==> config.mk <==
export PLATFORM = sky130hd
export DESIGN_NAME = ppdma_addr_gen
export DESIGN_NICKNAME = d
export VERILOG_FILES = /design/src/rtl/ppdma_pkg.sv /design/src/rtl/ppdma_ctrl.sv /design/src/rtl/ppdma_datapath.sv /design/src/rtl/ppdma_addr_gen.sv
export SDC_FILE = /design/constraint.sdc
export NUM_CORES = 1
export LEC_CHECK = 0
export ABC_AREA = 1
export CORE_MARGIN = 5
export CORE_UTILIZATION = 40
export CTS_CLUSTER_SIZE = 25
export DETAILED_ROUTE_END_ITERATION = 10
export MAX_ROUTING_LAYER = met4
export PLACE_DENSITY = 0.71
export SLEW_MARGIN = 0
export SYNTH_ARGS = -nofsm -noshare
export SYNTH_HDL_FRONTEND = slang
export SYNTH_HIERARCHICAL = 1
export SYNTH_SLANG_ARGS = --single-unit
==> constraint.sdc <==
create_clock -name clk -period 2.03 [get_ports clk]
set_input_delay 0.406 -clock clk [delete_from_list [all_inputs] [get_ports clk]]
set_output_delay 0.406 -clock clk [all_outputs]
set_load 0.01 [all_outputs]
==> src/rtl/ppdma_pkg.sv <==
package ppdma_pkg;
  // Strobes issued by the control unit to the address datapath each cycle.
  typedef struct packed {
    logic loadFrame;  // start of frame: restart line and element address at a base
    logic usePong;    // base select for loadFrame: 0 ping, 1 pong
    logic nextLine;   // line finished: step line start by the offset
    logic loadElem;   // capture head element and its address into the request register
  } ppdmaStrobes_t;
endpackage

==> src/rtl/ppdma_ctrl.sv <==
module ppdma_ctrl
  import ppdma_pkg::*;
#(
  parameter int LVL_W = 4
) (
  input  logic             clk,
  input  logic             rstN,
  input  logic             enable,
  input  logic             frameStart,
  input  logic             lineEnd,
  input  logic [LVL_W-1:0] fifoLevel,
  input  logic             reqGrant,
  output logic             reqValid,
  output logic             fifoPop,
  output ppdmaStrobes_t    strb
);
  logic bufSel;       // base for the next frame: 0 ping, 1 pong
  logic frameActive;
  logic validQ;
  logic slotFree;
  logic canLoad;

  // The request slot frees up when it is empty or being granted this cycle.
  assign slotFree = !validQ || reqGrant;
  // No element is loaded in a frameStart cycle, so the address always comes from the new frame.
  assign canLoad  = enable && frameActive && !frameStart && (fifoLevel != '0) && slotFree;

  always_comb begin
    strb.loadFrame = enable && frameStart;
    strb.usePong   = bufSel;
    strb.nextLine  = enable && frameActive && lineEnd && !frameStart;
    strb.loadElem  = canLoad;
  end

  always_ff @(posedge clk or negedge rstN) begin
    if (!rstN) begin
      bufSel      <= 1'b0;
      frameActive <= 1'b0;
    end else if (!enable) begin
      bufSel      <= 1'b0;
      frameActive <= 1'b0;
    end else if (frameStart) begin
      bufSel      <= ~bufSel;
      frameActive <= 1'b1;
    end
  end

  always_ff @(posedge clk or negedge rstN) begin
    if (!rstN)         validQ <= 1'b0;
    else if (canLoad)  validQ <= 1'b1;
    else if (reqGrant) validQ <= 1'b0;
  end

  assign reqValid = validQ;
  assign fifoPop  = canLoad;

  // never pop an empty FIFO
  p_no_pop_empty_r8: assert property (@(posedge clk) disable iff (!rstN)
    fifoPop |-> (fifoLevel != '0));

  // a pending request is not withdrawn before its grant
  p_hold_valid_r6: assert property (@(posedge clk) disable iff (!rstN)
    (reqValid && !reqGrant) |=> reqValid);

  // no pop while the slot is occupied and not granted
  p_no_pop_stall_r6: assert property (@(posedge clk) disable iff (!rstN)
    (reqValid && !reqGrant) |-> !fifoPop);

  // a grant with data available and a running frame is refilled without a gap
  p_back_to_back_r7: assert property (@(posedge clk) disable iff (!rstN)
    (reqValid && reqGrant && fifoLevel != '0 && enable && frameActive && !frameStart) |=> reqValid);

  // being disabled always leaves the alternation pointing at ping
  p_restart_ping_r9: assert property (@(posedge clk) disable iff (!rstN)
    !enable |=> !bufSel);

  // each accepted frame start flips the buffer select
  p_alternate_r3: assert property (@(posedge clk) disable iff (!rstN)
    (enable && frameStart) |=> (bufSel != $past(bufSel)));
endmodule

==> src/rtl/ppdma_datapath.sv <==
module ppdma_datapath
  import ppdma_pkg::*;
#(
  parameter int ADDR_W     = 32,
  parameter int ALIGN_W    = 5,
  parameter int DATA_W     = 32,
  parameter int OFS_W      = 16,
  parameter int ELEM_BYTES = 4
) (
  input  logic                      clk,
  input  logic                      rstN,
  input  ppdmaStrobes_t             strb,
  input  logic [ADDR_W-ALIGN_W-1:0] pingBase,
  input  logic [ADDR_W-ALIGN_W-1:0] pongBase,
  input  logic [OFS_W-1:0]          lineOffset,
  input  logic [DATA_W-1:0]         fifoData,
  input  logic                      reqValid,
  input  logic                      reqGrant,
  output logic [ADDR_W-1:0]         reqAddr,
  output logic [DATA_W-1:0]         reqData
);
  localparam int                BASE_W    = ADDR_W - ALIGN_W;
  localparam logic [ADDR_W-1:0] ELEM_STEP = ADDR_W'(ELEM_BYTES);

  logic [ADDR_W-1:0] lineStart;
  logic [ADDR_W-1:0] nextAddr;
  logic [ADDR_W-1:0] addrQ;
  logic [DATA_W-1:0] dataQ;
  logic [BASE_W-1:0] selBase;
  logic [ADDR_W-1:0] frameBase;
  logic [ADDR_W-1:0] stepLine;

  assign selBase   = strb.usePong ? pongBase : pingBase;
  assign frameBase = {selBase, {ALIGN_W{1'b0}}};
  assign stepLine  = lineStart + ADDR_W'(lineOffset);

  // Frame start wins over line end; line end wins over the element step,
  // so an element loaded in a lineEnd cycle still uses the old line's address.
  always_ff @(posedge clk or negedge rstN) begin
    if (!rstN) begin
      lineStart <= '0;
      nextAddr  <= '0;
    end else if (strb.loadFrame) begin
      lineStart <= frameBase;
      nextAddr  <= frameBase;
    end else if (strb.nextLine) begin
      lineStart <= stepLine;
      nextAddr  <= stepLine;
    end else if (strb.loadElem) begin
      nextAddr  <= nextAddr + ELEM_STEP;
    end
  end

  always_ff @(posedge clk or negedge rstN) begin
    if (!rstN) begin
      addrQ <= '0;
      dataQ <= '0;
    end else if (strb.loadElem) begin
      addrQ <= nextAddr;
      dataQ <= fifoData;
    end
  end

  assign reqAddr = addrQ;
  assign reqData = dataQ;

  // address and data stay put while a request waits for its grant
  p_stable_req_r6: assert property (@(posedge clk) disable iff (!rstN)
    (reqValid && !reqGrant) |=> ($stable(reqAddr) && $stable(reqData)));

  // a frame always starts on an aligned base
  p_aligned_base_r2: assert property (@(posedge clk) disable iff (!rstN)
    strb.loadFrame |=> (nextAddr[ALIGN_W-1:0] == '0) && (lineStart == nextAddr));

  // a plain element load advances the next address by one element
  p_elem_step_r4: assert property (@(posedge clk) disable iff (!rstN)
    (strb.loadElem && !strb.nextLine && !strb.loadFrame) |=> (nextAddr == $past(nextAddr) + ELEM_STEP));

  // a line end moves both pointers to the previous line start plus the offset
  p_line_step_r5: assert property (@(posedge clk) disable iff (!rstN)
    (strb.nextLine && !strb.loadFrame) |=>
      (lineStart == $past(lineStart) + ADDR_W'($past(lineOffset))) && (nextAddr == lineStart));
endmodule

==> src/rtl/ppdma_addr_gen.sv <==
module ppdma_addr_gen
  import ppdma_pkg::*;
#(
  parameter int ADDR_W     = 32,
  parameter int ALIGN_W    = 5,
  parameter int DATA_W     = 32,
  parameter int OFS_W      = 16,
  parameter int LVL_W      = 4,
  parameter int ELEM_BYTES = 4
) (
  input  logic                      clk,
  input  logic                      rstN,
  input  logic                      enable,
  input  logic [ADDR_W-ALIGN_W-1:0] pingBase,
  input  logic [ADDR_W-ALIGN_W-1:0] pongBase,
  input  logic [OFS_W-1:0]          lineOffset,
  input  logic                      frameStart,
  input  logic                      lineEnd,
  input  logic [LVL_W-1:0]          fifoLevel,
  input  logic [DATA_W-1:0]         fifoData,
  output logic                      fifoPop,
  output logic                      reqValid,
  input  logic                      reqGrant,
  output logic [ADDR_W-1:0]         reqAddr,
  output logic [DATA_W-1:0]         reqData
);
  ppdmaStrobes_t strb;

  ppdma_ctrl #(.LVL_W(LVL_W)) u_ctrl (
    .clk        (clk),
    .rstN       (rstN),
    .enable     (enable),
    .frameStart (frameStart),
    .lineEnd    (lineEnd),
    .fifoLevel  (fifoLevel),
    .reqGrant   (reqGrant),
    .reqValid   (reqValid),
    .fifoPop    (fifoPop),
    .strb       (strb)
  );

  ppdma_datapath #(
    .ADDR_W     (ADDR_W),
    .ALIGN_W    (ALIGN_W),
    .DATA_W     (DATA_W),
    .OFS_W      (OFS_W),
    .ELEM_BYTES (ELEM_BYTES)
  ) u_dp (
    .clk        (clk),
    .rstN       (rstN),
    .strb       (strb),
    .pingBase   (pingBase),
    .pongBase   (pongBase),
    .lineOffset (lineOffset),
    .fifoData   (fifoData),
    .reqValid   (reqValid),
    .reqGrant   (reqGrant),
    .reqAddr    (reqAddr),
    .reqData    (reqData)
  );
endmodule

After elaboration in Yosys (flattened, before gate mapping)
Index checks and enable logic that the tools add are counted.
{ "word_totals": {"ff_bits": 131, "elab_cells": 37, "out_inout_bits": 66, "in_bits": 112} }
{ "classes": {"bitwise": 1, "reduce_logical": 14, "mux": 12, "n_addsub": 2, "eq_ne": 1} }
{ "ops": {"columns": ["op", "count"], "rows": [
  ["$mux 32", 5],
  ["$add 32x16->32", 1],
  ["$add 32x3->32 const B", 1],
  ["$mux 27", 1],
  ["$logic_and 1x1->1", 7],
  ["$mux 1", 6],
  ["$reduce_bool 2->1", 2],
  ["$reduce_bool 4->1", 1],
  ["$reduce_bool 3->1", 1],
  ["$logic_not 1->1", 2],
  ["$ne 2x1->1 const B", 1],
  ["$logic_or 1x1->1", 1],
  ["$not 1->1", 1]
]} }

Logic depth before layout (Yosys ltp)
Gate-level depths: netlist (run 1).
{ "logic_depth": {"depth_word": 7, "mapped_depth": 15, "ltp_nobuf": 15} }

Modules after synthesis
The synthesis (run 1) kept the hierarchy.
{ "by_module_without_submodules": {"columns": ["module", "seq_area_each_um2", "area_each_um2", "cells_per_inst", "n_inst"], "rows": [
  ["ppdma_datapath", 3203.1, 8244.2, 1245, 1],
  ["ppdma_ctrl", 75.1, 171.4, 22, 1]
]} }

Worst setup path before layout (run 1)
OpenSTA, ideal clock, no wires.
{ "synth_timing": {"path_type": "input to register", "from": "in lineOffset[0]", "to": "reg u_dp.nextAddr[16]", "setup_ps": 121, "stages": 15, "arrival_time_ps": 1812, "path_slack_ps": 97, "n_path_buf": 0, "t_required_ps": 1909, "path_cell_list": "ha_1 -> inv_1 -> fa_1 -> inv_1 -> nand3_1 -> nand3_1 -> nand2_1 -> nand2_1 -> nand2_1 -> nand2_1 -> nand2_1 -> nand3_1 -> nand2_1 -> nand2_1 -> o21ai_1"} }
{ "synth_between": {"elab_chain_len": 3} }
{ "synth_lines": {"columns": ["item", "line", "text"], "rows": [
  ["start: declaration", "ppdma_addr_gen.sv:16", "input logic [OFS_W-1:0] lineOffset,"],
  ["$add 32x16->32", "ppdma_datapath.sv:35", "assign stepLine = lineStart + ADDR_W'(lineOffset);"],
  ["$mux 32", "ppdma_datapath.sv:46", "end else if (strb.nextLine) begin"],
  ["$mux 32", "ppdma_datapath.sv:43", "end else if (strb.loadFrame) begin"],
  ["end signal: assignment", "ppdma_datapath.sv:45", "nextAddr <= frameBase;"],
  ["end signal: assignment", "ppdma_datapath.sv:48", "nextAddr <= stepLine;"],
  ["end signal: assignment", "ppdma_datapath.sv:50", "nextAddr <= nextAddr + ELEM_STEP;"],
  ["end: declaration", "ppdma_datapath.sv:26", "logic [ADDR_W-1:0] nextAddr;"]
]} }
No other way between the ends.
A chain may end at the register's enable or synchronous reset.

Worst setup path after layout (run 1)
{ "layout_timing": {"from": "reg u_dp.lineStart[0]", "to": "reg u_dp.nextAddr[24]"} }
{ "layout_between": {"elab_chain_len": 3} }
{ "layout_lines": {"columns": ["item", "line", "text"], "rows": [
  ["start: declaration", "ppdma_datapath.sv:25", "logic [ADDR_W-1:0] lineStart;"],
  ["start signal: assignment", "ppdma_datapath.sv:44", "lineStart <= frameBase;"],
  ["start signal: assignment", "ppdma_datapath.sv:47", "lineStart <= stepLine;"],
  ["$add 32x16->32", "ppdma_datapath.sv:35", null],
  ["$mux 32", "ppdma_datapath.sv:46", null],
  ["$mux 32", "ppdma_datapath.sv:43", null]
]} }
No other way between the ends.

==> run_results.csv, run 1 <==
group,metric,value,unit
status,status,"complete, but fails checks",
status,violations,"setup timing",
global_routing,grt_max_degree,56,
global_routing,grt_pass1_vias,8836,
layout,fill_cells,1968,
power_and_ir_drop,switching_power,3.87,mW
power_and_ir_drop,swShare,35.2,%
routing,wl_per_cell,16.4,µm
die,rows,53,
yosys,netlist_instances,1267,
timing,rsz0062_at_grt,"true",
setup_path,ff2ff_path_depth,14,
power_and_ir_drop,p_int,7.12,mW
timing,worst_slew_pin_slew,0.731,ns
layout,antenna_cells,0,
power_and_ir_drop,cellLeakagePower,6.01,nW
worst_hold_path,hold_class,"in2reg",
clock_network,htreeDepth,4,
clock_network,numCtsBuffers,17,
global_routing,grtUsageTotal,24.5,%
die,die_area,24000,µm²
die,initial_utilization,40.3,%
yosys,ys_seq_elements,131,
placed_design,dp_slack,-0.585,ns
routing,firstDrtPassIters,6,
worst_hold_path,holdPathStages,4,
timing,drv_slew,0,
yosys,ys_types,40,
yosys,yosys-top-cells-area,"dfrtp_1 39%, nand2_1 19%, nor2_1 7.7%",
routing,num_vias,9105,
power_and_ir_drop,powerDensity,907,nW/µm²
setup_path,setup.worst_path.start_class,"register",
yosys,synth_edf_count,0,
setup_path,cp-end-kind,"register",
layout,utilization,58.0,%
setup_path,cp.arrival,2.39,ns
flow_run,maxCapViolations,0,
clock_network,path_clk_slew,0.06,ns
global_routing,grt_overflow_total,0,
timing,hold_viol_final,0,
setup_path,worstSetupPathType,"reg2reg",
yosys,syn_area,8420,µm²
timing,final-setup-viol-count,1,
clock_network,tritoncts,"yes",
die,die_x,155,µm
yosys,yosys_warnings,6,
clock_network,clk_latency,0.42,ns
global_routing,grt_pass1_wl,45500,µm
setup_path,worstPathMaxFanout,4,
timing,finalCriticalPeriod,2.04,ns
routing,wl,29500,µm
yosys,synthArstFlopShare,100,%
timing,fmax,491,MHz
timing,fin_skew,0.00835,ns
routing,antenna_left,0,
layout,syn_to_final_growth,44.0,%
die,die_h,155,µm
clock_network,cts_buffer_depth,2,
power_and_ir_drop,p_comb_share,37.0,%
yosys,synth_common_cells,"429 x nand2_1, 173 x nor2_1, 147 x inv_1, 131 x dfrtp_1, 100 x nand3_1",
power_and_ir_drop,seq_power_share,34.4,%
clock_network,cts_sinks,131,
routing,first_iter_violations,764,
clock_network,root_buffer,"clkbuf_16",
yosys,synth_top_area_cell,"dfrtp_1",
timing,post-route-period-util,100,%
layout,drive_above_1_share,15.6,%
die,core_area,20900,µm²
die,boundaryPins,178,
timing,worst_slack,-0.00860,ns
setup_path,required,2.38,ns
layout,nets,1641,
yosys,syn_avg_cell_area,6.64,µm²
power_and_ir_drop,p_clk_share,28.6,%
timing,max_slew_margin,50.7,%
yosys,ys_seq_area_share,39.0,%
yosys,synthFlopType,"dfrtp_1",
routing,vias_per_cell,5.06,
placed_design,port_buffers,177,
yosys,syn_nets,1397,
yosys,synth_top_area_share,39.0,%
global_routing,grt_antenna_before_repair,0,
routing,drc_errors,0,
yosys,yosysMostFrequentCell,"nand2_1",
placed_design,place_congestion,0.992,
power_and_ir_drop,vdd_drop_max,0.000564,V
placed_design,hpwl,22500,µm
[cell families after synthesis]
logic type	synth area share (%)
fa+ha+maj	2.77
compound gates	9.77
simple gates	38.3
flops	39.0
buf+inv	9.46
xor+xnor	0.729
[registers in the layout (all words and copies together), names as in the netlist]
name                cells
u_dp/reqData           32
u_dp/reqAddr           32
u_dp/nextAddr          32
u_ctrl/bufSel           1
u_ctrl/reqValid         1
u_dp/lineStart         32
u_ctrl/frameActive      1
[power by group through the flow]
stage               combinational [mW]  clock [mW]  sequential, mW
floorplan                         1.80           0            3.82
global placement                  3.69           0            3.77
finish                            4.07        3.15            3.78
detailed placement                3.75           0            3.78
global route                      4.48        3.33            3.86
CTS                               3.80        3.21            3.75
[placed cells by master, fill, tap and decap left out, drive strengths merged, types with 5 or more instances in the layout]
cell type / n
nor3: 12
clkdlybuf4s50: 172
ha: 17
a21oi: 48
inv: 153
buf: 89
dfrtp: 131
o21ai: 86
clkinv: 5
nor2: 193
nand2: 439
nand3: 100
clkbuf: 22
o211ai: 9
nand4: 11
[area by class of cell]
class / count / area [µm²] / area share [%]
Clock buffer: 22 / 474 / 3.91
Clock inverter: 9 / 129 / 1.06
Inverter: 154 / 583 / 4.81
Multi-Input combinational cell: 942 / 4770 / 39.4
Sequential cell: 131 / 3280 / 27.0
Tap cell: 275 / 344 / 2.84
Timing Repair Buffer: 265 / 2540 / 20.9
[through the flow]
stage / std cells / setup TNS, ns / hold WS (ns) / cell area, µm² / power (mW)
4_1_cts: 1794 / 0 / 0.444 / 11700 / 10.8
3_3_place_gp: 1762 / -26.71 / 0.318 / 11100 / 7.46
5_1_grt: 1798 / -1.01 / 0.432 / 12100 / 11.7
6_report: 1798 / -0.00860 / 0.424 / 12100 / 11.0
2_1_floorplan: 1267 / 0 / 0.110 / 8420 / 5.62
3_5_place_dp: 1762 / -30.79 / 0.320 / 11100 / 7.53
[critical path, stage by stage (launching register included)]
cell and delay [ns]:
dfrtp_1 0.35, ha_2 0.19, inv_2 0.04, fa_2 0.39
inv_2 0.09, nand3_2 0.10, nand3_4 0.11, nand2_2 0.08
nand2_2 0.08, nand2_2 0.08, nand2_4 0.09, nand2_1 0.06
nand2_1 0.08, nand3_2 0.09, a21oi_2 0.13
[routing by layer]
metal	vias to the layer above	GRT usage, %	wire, µm	part of all wire, %
met5	-	-	0	0
met1	4286	31.7	12600	43
met4	0	8.66	970	3.3
li1	4478	-	-	-
met2	285	39.1	14000	48
met3	56	4.20	1850	6.3
[path summary, 6_finish.rpt]
| kind | start | to | slack, ns |
|---|---|---|---|
| max in group asynchronous | rstN | u_dp/nextAddr[29] | 0.98 |
| max reg2reg | u_dp/lineStart[0] | u_dp/nextAddr[24] | -0.009 |
| min reg2reg | u_dp/reqAddr[7] | u_dp/reqAddr[7] | 0.47 |
| max | u_dp/lineStart[0] | u_dp/nextAddr[24] | -0.009 |
| min in group asynchronous | rstN | u_dp/reqData[28] | 0.44 |
| min | lineOffset[0] | u_dp/nextAddr[0] | 0.42 |
[repair_timing]
action | in CTS | in global routing
endpoints found under the hold margin | 31 | 0
setup buffers | 0 | 4
hold buffers | 1 | 0
gates resized for setup | 10 | 83
pin swaps | 0 | 18
endpoints found under the setup margin | 16 | 47
(Power assumes the default switching activity.)
==> run 2: changes to the inputs <==
Settings changed: RECOVER_POWER set to 50.
==> run 2 against run 1 <==
Critical path depth unchanged. Clock skew increased by 0.0016 ns. Largest power group unchanged. Sequential power about the same. Die area unchanged. Combinational power about the same. First-iteration DRC count decreased by 8.9%. The run still ends with setup timing left. Highest routed layer unchanged. Non-clock buffer count unchanged. Hold slack got worse by 0.0050 ns.
==> run_results.csv, run 2 (synthesis gave the netlist of run 1 again) <==
group,metric,value,unit
layout,drive_above_1_share,15.5,%
die,die_area,24000,µm²
setup_path,crit_path_end,"u_dp/nextAddr[24]",
placed_design,place_congestion,0.992,
placed_design,hpwl,22500,µm
routing,antenna_left,0,
layout,nets,1641,
timing,worst_slack,-0.0126,ns
clock_network,numCtsBuffers,17,
layout,antenna_cells,0,
routing,drc_errors,0,
clock_network,cts_buffer_depth,2,
status,status,"complete, but fails checks",
timing,worst_slew_pin_slew,0.835,ns
routing,vias_per_cell,5.07,
global_routing,grtUsageTotal,24.5,%
timing,final-setup-viol-count,1,
power_and_ir_drop,powerDensity,907,nW/µm²
setup_path,reg2reg_slack,-0.01,ns
routing,num_vias,9114,
routing,firstDrtPassIters,5,
layout,syn_to_final_growth,43.6,%
global_routing,grt_pass1_vias,8836,
setup_path,cp-end-kind,"register",
layout,final_common_cell,"nand2_1",
die,core_area,20900,µm²
setup_path,ff2ff_path_depth,14,
timing,fmax,490,MHz
worst_hold_path,hold_class,"in2reg",
setup_path,critPathLaunch,"u_dp/lineStart[0]",
timing,drv_slew,0,
setup_path,cp.arrival,2.39,ns
setup_path,setup.worst_path.start_class,"register",
setup_path,r2r-start,"u_dp/lineStart[0]",
layout,finalNonFillerCells,1798,
timing,rsz0062_at_grt,"true",
setup_path,rr_endpoint,"u_dp/nextAddr[24]",
clock_network,clk_latency,0.42,ns
power_and_ir_drop,vdd_drop_max,0.000562,V
timing,fin_tns_setup,-0.0126,ns
setup_path,worstSetupPathType,"reg2reg",
timing,fin_skew,0.00994,ns
die,initial_utilization,40.3,%
global_routing,grt_pass1_wl,45500,µm
clock_network,cts_sinks,131,
layout,design_area,12100,µm²
power_and_ir_drop,cellLeakagePower,6.00,nW
clock_network,root_buffer,"clkbuf_16",
die,boundaryPins,178,
global_routing,grt_max_degree,56,
die,die_x,155,µm
placed_design,port_buffers,177,
timing,max_slew_margin,44.3,%
routing,first_iter_violations,696,
status,violations,"setup timing",
clock_network,htreeDepth,4,
placed_design,place_area,11100,µm²
timing,hold_viol_final,0,
timing,finalCriticalPeriod,2.04,ns
timing,post-route-period-util,101,%
clock_network,path_clk_slew,0.06,ns
placed_design,dpl.cell_count,1762,
routing,wl_per_cell,16.3,µm
flow_run,maxCapViolations,0,
clock_network,tritoncts,"yes",
setup_path,required,2.38,ns
layout,layout_common_cells,"409 x nand2_1, 171 x clkdlybuf4s50_1, 163 x nor2_1",
global_routing,grt_antenna_before_repair,0,
die,rows,53,
routing,wl,29300,µm
global_routing,grt_overflow_total,0,
layout,fill_cells,1975,
setup_path,worstPathMaxFanout,4,
die,die_h,155,µm
## run 2: metrics by stage
stage	util (%)	power [mW]	setup WS, ns	hold WS (ns)
2_1_floorplan	-	5.62	0.0972	0.110
3_3_place_gp	52.9	7.46	-0.532	0.318
3_5_place_dp	52.9	7.53	-0.585	0.320
4_1_cts	56.0	10.8	0.00523	0.444
5_1_grt	57.8	11.7	-0.165	0.432
6_report	57.8	11.0	-0.0126	0.418
## run 2: worst min path at each step
| stage | from | end | cells after the start |
|---|---|---|---|
| detailed placement | rstN | u_dp/reqData[28] | 1 |
| global placement | rstN | u_dp/reqData[28] | 1 |
| floorplan | rstN | u_ctrl/bufSel | 0 |
| global route | lineOffset[0] | u_dp/nextAddr[0] | 4 |
| CTS | rstN | u_dp/reqData[28] | 2 |
| finish | lineOffset[0] | u_dp/nextAddr[0] | 4 |
## run 2: power by group
group / switching, mW / total [mW] / internal, mW
registers: 0.546 / 3.77 / 3.23
logic: 2.18 / 4.04 / 1.86
clock network: 1.13 / 3.15 / 2.02
total: 3.86 / 11.0 / 7.11
## run 2: worst max-delay path, stage by stage, from the launching register on
cell     delay, ns
dfrtp_1       0.35
ha_2          0.19
inv_2         0.04
fa_2          0.39
inv_2         0.09
nand3_2       0.10
nand3_4       0.11
nand2_2       0.08
nand2_2       0.08
nand2_2       0.08
nand2_4       0.09
nand2_1       0.06
nand2_1       0.08
nand3_2       0.09
a21oi_2       0.13
## run 2: what timing repair did
| action | CTS | global route |
|---|---|---|
| setup buffers | 0 | 4 |
| hold buffers | 1 | 0 |
| hold endpoints to repair | 31 | 0 |
| pin swaps | 0 | 18 |
| resized for setup | 10 | 83 |
| setup endpoints to repair | 16 | 47 |
## run 2: cell type report
| type | count | area [µm²] | area share (%) |
|---|---|---|---|
| sequential | 131 | 3280 | 27.1 |
| tap | 275 | 344 | 2.85 |
| inverter | 154 | 583 | 4.83 |
| timing repair buffer | 265 | 2510 | 20.7 |
| clock buffer | 22 | 474 | 3.92 |
| multi-input combinational | 942 | 4770 | 39.5 |
| clock inverter | 9 | 129 | 1.07 |
## run 2: metal layers
metal	share of wire, %	global-route usage [%]	vias to the layer above	wire [µm]
met5	0	-	-	0
met4	3.3	8.66	0	979
met3	7.3	4.20	55	2130
met2	48	39.1	333	14000
met1	42	31.7	4247	12300
li1	-	-	4479	-
==> run 3: changes to the inputs <==
Settings changed: CORE_ASPECT_RATIO set to 0.5, GPL_TIMING_DRIVEN set to 0, SETUP_SLACK_MARGIN set to 0.3.
==> run 3 against run 2 <==
The run still ends with setup timing left. Final cell count increased by 0.28%. Non-clock buffer count rose by 10. Worst setup slack worse by 0.034 ns. Sequential share of layout area is 1.7 points lower. Global-route usage grew 4.0 points. Via count increased by 6.0%. Combinational power is 14% higher. First-iteration DRC count rose by 33%. Power up 1.3%. Clock power down 15%. Critical path type unchanged. Critical endpoint is now u_dp/nextAddr[28]. Largest power group unchanged. Highest routed layer unchanged.
==> run_results.csv, run 3 (synthesis gave the netlist of run 1 again) <==
group,metric,value,unit
status,status,"complete, but fails checks",
status,violations,"setup timing",
power_and_ir_drop,seq_power_share,34.3,%
layout,nets,1651,
layout,utilization,62.7,%
clock_network,htreeDepth,4,
placed_design,place_area,10600,µm²
routing,first_iter_violations,929,
timing,finalCriticalPeriod,2.08,ns
routing,num_vias,9659,
routing,antenna_left,0,
power_and_ir_drop,p_int,6.72,mW
setup_path,required,2.38,ns
setup_path,worstPathMaxFanout,4,
power_and_ir_drop,p_comb_share,41.5,%
clock_network,tritoncts,"yes",
clock_network,clk_latency,0.42,ns
clock_network,path_clk_slew,0.06,ns
layout,antenna_cells,0,
timing,hold_viol_final,0,
die,initial_utilization,40.9,%
placed_design,hpwl,26100,µm
power_and_ir_drop,cellLeakagePower,6.50,nW
power_and_ir_drop,vdd_drop_max,0.000559,V
timing,worst_slew_pin_slew,0.949,ns
placed_design,port_buffers,177,
layout,drive_above_1_share,25.0,%
die,die_x,215,µm
die,rows,37,
die,die_area,24200,µm²
power_and_ir_drop,p_clk_share,24.2,%
setup_path,cp.arrival,2.43,ns
routing,firstDrtPassIters,5,
die,boundaryPins,178,
global_routing,grt_pass1_vias,9362,
setup_path,cp-end-kind,"register",
power_and_ir_drop,powerDensity,860,nW/µm²
die,core_area,20600,µm²
timing,fin_tns_setup,-0.0663,ns
layout,finalNonFillerCells,1803,
placed_design,place_congestion,1.02,
placed_design,dpl.cell_count,1718,
setup_path,setup.worst_path.start_class,"register",
global_routing,grt_pass1_wl,52300,µm
clock_network,cts_sinks,131,
global_routing,grt_max_degree,97,
global_routing,grt_antenna_before_repair,0,
power_and_ir_drop,switching_power,4.39,mW
power_and_ir_drop,swShare,39.5,%
global_routing,grt_overflow_total,0,
routing,vias_per_cell,5.36,
timing,rsz0062_at_grt,"true",
timing,max_slew_margin,36.8,%
timing,fmax,482,MHz
layout,syn_to_final_growth,53.5,%
routing,wl,36000,µm
clock_network,numCtsBuffers,17,
layout,final_common_cell,"nand2_1",
worst_hold_path,hold_class,"in2reg",
flow_run,maxCapViolations,0,
setup_path,worstSetupPathType,"reg2reg",
layout,design_area,12900,µm²
global_routing,grtUsageTotal,28.6,%
timing,worst_slack,-0.0462,ns
routing,drc_errors,0,
layout,layout_common_cells,"352 x nand2_1, 153 x nor2_1, 130 x inv_1, 130 x dfrtp_1, 96 x clkdlybuf4s50_1",
die,die_h,113,µm
timing,drv_slew,0,
timing,post-route-period-util,102,%
routing,wl_per_cell,20.0,µm
timing,final-setup-viol-count,3,
timing,fin_skew,0.0117,ns
power_and_ir_drop,power,11.1,mW
clock_network,cts_buffer_depth,2,
clock_network,root_buffer,"clkbuf_16",
run 3: worst paths after layout:
| check | endpoint | cells past startpoint | start | slack (ns) |
|---|---|---|---|---|
| max | u_dp/nextAddr[28] | 12 | u_dp/lineStart[0] | -0.05 |
| min | u_ctrl/bufSel | 3 | enable | 0.43 |
| max reg2reg | u_dp/nextAddr[28] | 12 | u_dp/lineStart[0] | -0.05 |
| min reg2reg | u_dp/reqData[3] | 2 | u_dp/reqData[3] | 0.47 |
| max in group asynchronous | u_dp/nextAddr[22] | 3 | rstN | 0.27 |
| min in group asynchronous | u_dp/reqAddr[8] | 2 | rstN | 0.69 |
run 3: what timing repair did:
item                                    CTS  global route
hold buffers                              1             0
cloned                                    1             4
pin swaps                                55            79
setup buffers                            29            22
gates resized for setup                 291           196
hold endpoints to repair                 35             0
endpoints found under the setup margin  181           136
run 3: critical path: stages, from the launching register on:
cell,delay (ns)
dfrtp_1,0.38
ha_4,0.15
inv_2,0.04
fa_2,0.41
inv_2,0.10
nand3_2,0.10
nand3_4,0.12
nand2_1,0.08
nand3_2,0.09
nand2_1,0.08
nand3b_1,0.14
nand3_2,0.17
a21oi_2,0.15
run 3: routing by layer:
layer / track usage [%] / share of wire [%]
met1: 38.5 / 44
met2: 41.7 / 44
met3: 10.0 / 11
met4: 6.35 / 1.5
met5: - / 0
run 3: power by group through the flow:
stage	Clock, mW	Sequential (mW)	Combinational [mW]
finish	2.69	3.81	4.61
CTS	2.73	3.78	4.04
floorplan	0	3.83	1.80
global route	2.84	3.89	4.97
detailed placement	0	3.80	3.60
global placement	0	3.78	3.55
run 3: area by class of cell:
class	instances	area (µm²)
plain buffers	40	373
clock buffers	21	460
clock inverters	7	37.5
fillers	1824	7680
inverters	154	613
multi-input cells	942	5560
flip-flops and latches	131	3280
well taps	273	342
repair buffers	235	2250
run 3: per-stage QoR:
step	hold slack [ns]	worst slack, ns
after global placement	0.455	-4.67
final	0.427	-0.0462
after detailed placement	0.332	-0.860
after floorplan	0.110	0.204
after CTS	0.421	0.0975
after global routing	0.436	-0.0906
